--- src/rtl/cpu_status_reg.sv ---
module cpu_status_reg #(
  parameter int ADDR_W   = 8,
  parameter int REG_ADDR = 6,
  parameter int SP_W     = 4
) (
  input  logic              clk,
  input  logic              rst,
  input  logic              wr_en,
  input  logic [ADDR_W-1:0] wr_addr,
  input  logic [7:0]        wr_data,
  input  logic              push,
  input  logic              pop,
  input  logic              wdt_clr,
  input  logic              sleep_cmd,
  input  logic              wdt_expire,
  output logic [7:0]        rd_data,
  output logic              irq_block
);
  localparam logic [SP_W-1:0]   SP_TOP = '1;
  localparam logic [ADDR_W-1:0] SEL_A  = ADDR_W'(REG_ADDR);

  logic [SP_W-1:0] sp;
  logic stk_av, gid, to_f, pd_f;

  wire sel  = wr_en && (wr_addr == SEL_A);
  wire up   = push && !pop;
  wire down = pop && !push;
  wire wrap = up && (sp == SP_TOP);

  always_ff @(posedge clk) begin
    if (rst) begin
      sp     <= '0;
      stk_av <= 1'b1;
      gid    <= 1'b1;
      to_f   <= 1'b1;
      pd_f   <= 1'b1;
    end else begin
      if (up)        sp <= sp + 1'b1;
      else if (down) sp <= sp - 1'b1;
      if (wrap) stk_av <= 1'b0;
      if (sel)  gid <= wr_data[4];
      if (wdt_expire)   to_f <= 1'b0;
      else if (wdt_clr) to_f <= 1'b1;
      if (sleep_cmd)    pd_f <= 1'b0;
      else if (wdt_clr) pd_f <= 1'b1;
    end
  end

  assign rd_data   = {2'b00, stk_av, gid, to_f, pd_f, 2'b00};
  assign irq_block = gid;

  p_unused_zero_r2: assert property (@(posedge clk) disable iff (rst)
    rd_data[7:6] == 2'b00 && rd_data[1:0] == 2'b00);

  p_stack_sticky_r3: assert property (@(posedge clk) disable iff (rst)
    !rd_data[5] |=> !rd_data[5]);

  p_other_addr_r5: assert property (@(posedge clk) disable iff (rst)
    !(wr_en && wr_addr == SEL_A) |=> $stable(irq_block));

  p_write_isolated_r6: assert property (@(posedge clk) disable iff (rst)
    (wr_en && !push && !wdt_clr && !wdt_expire && !sleep_cmd)
    |=> $stable(rd_data[5]) && $stable(rd_data[3:2]));

  p_expire_wins_r7: assert property (@(posedge clk) disable iff (rst)
    wdt_expire |=> !rd_data[3]);

  p_sleep_wins_r8: assert property (@(posedge clk) disable iff (rst)
    sleep_cmd |=> !rd_data[2]);

  p_mask_follows_r9: assert property (@(posedge clk) disable iff (rst)
    (wr_en && wr_addr == SEL_A) |=> irq_block == $past(wr_data[4]));
endmodule

--- config.mk ---
export PLATFORM = sky130hd
export DESIGN_NAME = cpu_status_reg
export DESIGN_NICKNAME = d
export VERILOG_FILES = /design/src/rtl/cpu_status_reg.sv
export SDC_FILE = /design/constraint.sdc
export NUM_CORES = 1
export LEC_CHECK = 0
export BUFFER_PORTS_ARGS = -buffer_cell sky130_fd_sc_hd__buf_4
export CELL_PAD_IN_SITES_DETAIL_PLACEMENT = 1
export CELL_PAD_IN_SITES_GLOBAL_PLACEMENT = 1
export CORE_MARGIN = 2
export CORE_UTILIZATION = 29
export DETAILED_ROUTE_END_ITERATION = 16
export PLACE_DENSITY_LB_ADDON = 0.3
export REMOVE_ABC_BUFFERS = 1
export SYNTH_ARGS = -nofsm -noshare
export SYNTH_HDL_FRONTEND = slang
export SYNTH_SLANG_ARGS = --single-unit
--- constraint.sdc ---
create_clock -name clk -period 3.5 [get_ports clk]
set_clock_uncertainty 0.1 [all_clocks]
set_input_delay 0.7 -clock clk [delete_from_list [all_inputs] [get_ports clk]]
set_output_delay 0.7 -clock clk [all_outputs]
set_load 0.01 [all_outputs]
==> results.md <==
* Maximum clock frequency at roughly 440 MHz
* CTS tree: built
* # IOs at 33
* Final RePlAce weighted congestion at around 0.72
* Crit path cell chain: buf_4 > ha_1 > inv_1 > ha_1 > a21oi_1 > a211oi_2 > a31oi_1 > mux2_1
* Outcome: completed
* Clock sinks at 8
* Number of synthesized flops with an enable pin at 0
* Skew-Pair Late Insertion Delay at ~250 ps
* Final min period at 2262 ps
* Cts bufs inserted at 3
* Cells on Worst Hold Path at 2
* Pwr Density at 405.6 nW/µm²
* Routed WL at roughly 950 µm
* Clock Tree Root: clkbuf_4
* YS warnings at 0
* Die W at between 40 and 50 µm
* Sequential-to-total area share from yosys stat at 32.32%
* Worst endpoint required time at roughly 3500 ps
* Synth top area cells: dfxtp_1 32%, buf_4 12%, ha_1 7.6%
* Max incr delay on CP at 340 ps
* Clk buf depth at 2
* R2R setup slack at roughly 1800 ps
* Final TNS setup at 0 ps
* Initial antenna violation count at 0
* Die Y at 45.34 µm
* Pwr Total at 252.8 µW
* Hold-fix buffers at CTS at 0
* DIE AREA at 2055 µm²
* Final Cell Area at 623.1 µm²
* ANT cells at 0
* Cts repair resizes at 0
* Max Cap Violations at 0
* Hold_sp: stk_av$_SDFFE_PP1P_
* Worst R2R End: sp[3]$_SDFFE_PP0P_
* Reg clk slew, reported paths at 50 ps
* Pre-antenna DRT Iters at 3
* Slowest stage cell on the critical path: mux2_1
* Syn-to-layout area delta at 25.76%
* FF+latch count, synth at 8
* Placed inst area at 600.6 µm²
* Peak VDD IR at 0.2055 mV
* Wire length per cell at 11.06 µm
* WHS Endpoint: stk_av$_SDFFE_PP1P_
* Hold crit path type: flip-flop to flip-flop
* H-tree Lvls at 1
* Final max-slew violation count at 0
* Via Count at 408
* Setup Buffers After CTS at 0
* Syn Std Cell Area at 495.5 µm²
* Async S/R FF share, synth at 0%
* HPWL after DPL at approximately 790 µm
* Period Utilization, post-route at 64.62%
* Pin count of the biggest net entering global routing at 10
* Vias per inst at approximately 4.7
* Share of cells above drive strength 1 at 35.71%
* DR iter-0 viols at 4
* Area share of the largest cell type after synthesis at 32.32%
* R2r startpoint: sp[2]$_SDFFE_PP0P_
* Post-Synthesis Cells at 53
* Port bufs at 21
* DRC viols at 0
* Final std cells w/o fill at 86
* First-pass GRT wire length at around 1600 µm
* Row count at 14
* GRT Resource Usage Total at about 11%
* Gr ovfl total at 0
* Setup violations, final at 0
* Worst Setup End Kind: flip-flop
* Crit Path Class: input pin to flip-flop
* Busiest layer in global routing: met2
* Post-layout util at 39.97%
* Global-route met1 utilization at around an eighth
* Worst EP arrival at 2300 ps
* Reg2Reg Depth at 5
* Critical Path Source Type: input pin
* Top post-synthesis cells by count: 8 x buf_4, 8 x dfxtp_1, 8 x nor2_1
* Layout net count at 100
* Most frequent CP cell: ha_1
* Final hold vios at 0
* Routed Antenna Nets at 0
* RSZ-0062 raised after global routing: no
* Placeable Area at between 1500 and 2000 µm²
* Post-synth top flop: dfxtp_1
* Met2 usage at 18.00%
* Filler Cell Count at 197
* Vias in the first global route at roughly 400
* Syn avg cell area at 9.349 µm²
* Pleak at ~0.00030 µW
* Cells after DPL at 83
* Synth unique cells at 25
* Yosys top cell by area: dfxtp_1
* Worst-path fanout max at 5
* Starting Density at 31.78%
* Grt met3 use at under 10%
## where the power goes
group / internal [µW] / total, µW / leakage, µW / switching (µW)
Combinational: 38.5 / 69.2 / 0.000217 / 30.7
Clock: 39.2 / 70.4 / 0.0000138 / 31.2
Sequential: 102 / 113 / 0.0000661 / 10.8
## worst max path at each step
| stage | from | to | cells past startpoint |
|---|---|---|---|
| after floorplan | pop | sp[3]$_SDFFE_PP0P_ | 8 |
| after global placement | push | sp[3]$_SDFFE_PP0P_ | 8 |
| after detailed placement | push | sp[3]$_SDFFE_PP0P_ | 8 |
| after CTS | push | sp[3]$_SDFFE_PP0P_ | 8 |
| after global routing | pop | sp[3]$_SDFFE_PP0P_ | 9 |
| final | push | sp[3]$_SDFFE_PP0P_ | 8 |
## per-layer routing
metal | routed length (µm) | share of wire, %
met1 | 371 | 39
met2 | 461 | 48
met3 | 106 | 11
met4 | 11 | 1.2
met5 | 0 | 0
## flip-flops by register name (all words and copies together) (netlist names)
register	cells
irq_block	1
pd_f	1
sp	4
stk_av	1
to_f	1
## critical path, delay by kind of cell
| kind | cells | cell delay (ps) |
|---|---|---|
| multiplexers | 1 | 340 |
| AO/OA/AOI/OAI | 3 | 490 |
| buffers and inverters | 2 | 270 |
| adder cells (fa/ha/maj) | 2 | 500 |
## kinds of logic (layout without fill, tap and decap cells)
logic type,Yosys count,after routing,share of synthesized area [%]
buffers and inverters,12,26,18.43
adders and majority gates,4,4,11.62
xor gates and xnor gates,2,2,3.536
and+or+nand+nor,16,16,17.17
muxes,3,3,6.313
DFF,8,8,32.32
AOI/OAI and AO/OA,7,7,9.847
other,1,4,0.7568
## stage by stage
| step | hold slack, ps | setup slack [ps] |
|---|---|---|
| finish | 375.0 | 1238 |
| global route | 431.1 | 1145 |
| CTS | 390.3 | 1224 |
| detailed placement | 382.7 | 953.7 |
| global placement | 355.5 | 1011 |
| floorplan | 387.4 | 1226 |
## final cells by class
| class | instances | area, µm² | area share, % |
|---|---|---|---|
| Timing Repair Buffer | 21 | 157.7 | 25.30 |
| Tap cell | 16 | 20.02 | 3.213 |
| Sequential cell | 8 | 160.2 | 25.70 |
| Multi-Input combinational cell | 36 | 255.2 | 40.96 |
| Clock buffer | 3 | 22.52 | 3.614 |
| Inverter | 2 | 7.507 | 1.205 |
## cells in the final DEF, fill, tap and decap left out, drive strengths merged
| cell type | instances |
|---|---|
| buf | 21 |
| dfxtp | 8 |
| clkbuf | 3 |
| nor2b | 1 |
| a211oi | 1 |
| ha | 3 |
| fa | 1 |
| a31oi | 1 |
| inv | 2 |
| o21ai | 1 |
| nor4b | 1 |
| nor2 | 8 |
| nand4b | 1 |
| nand2b | 2 |
| nand3 | 1 |
| nand4 | 1 |
| mux2i | 2 |
| o21bai | 2 |
| xnor2 | 1 |
| mux2 | 1 |
| conb | 4 |
| nor3b | 1 |
| xor2 | 1 |
| a21oi | 2 |
Note: power is estimated with default switching activity, not from simulation.
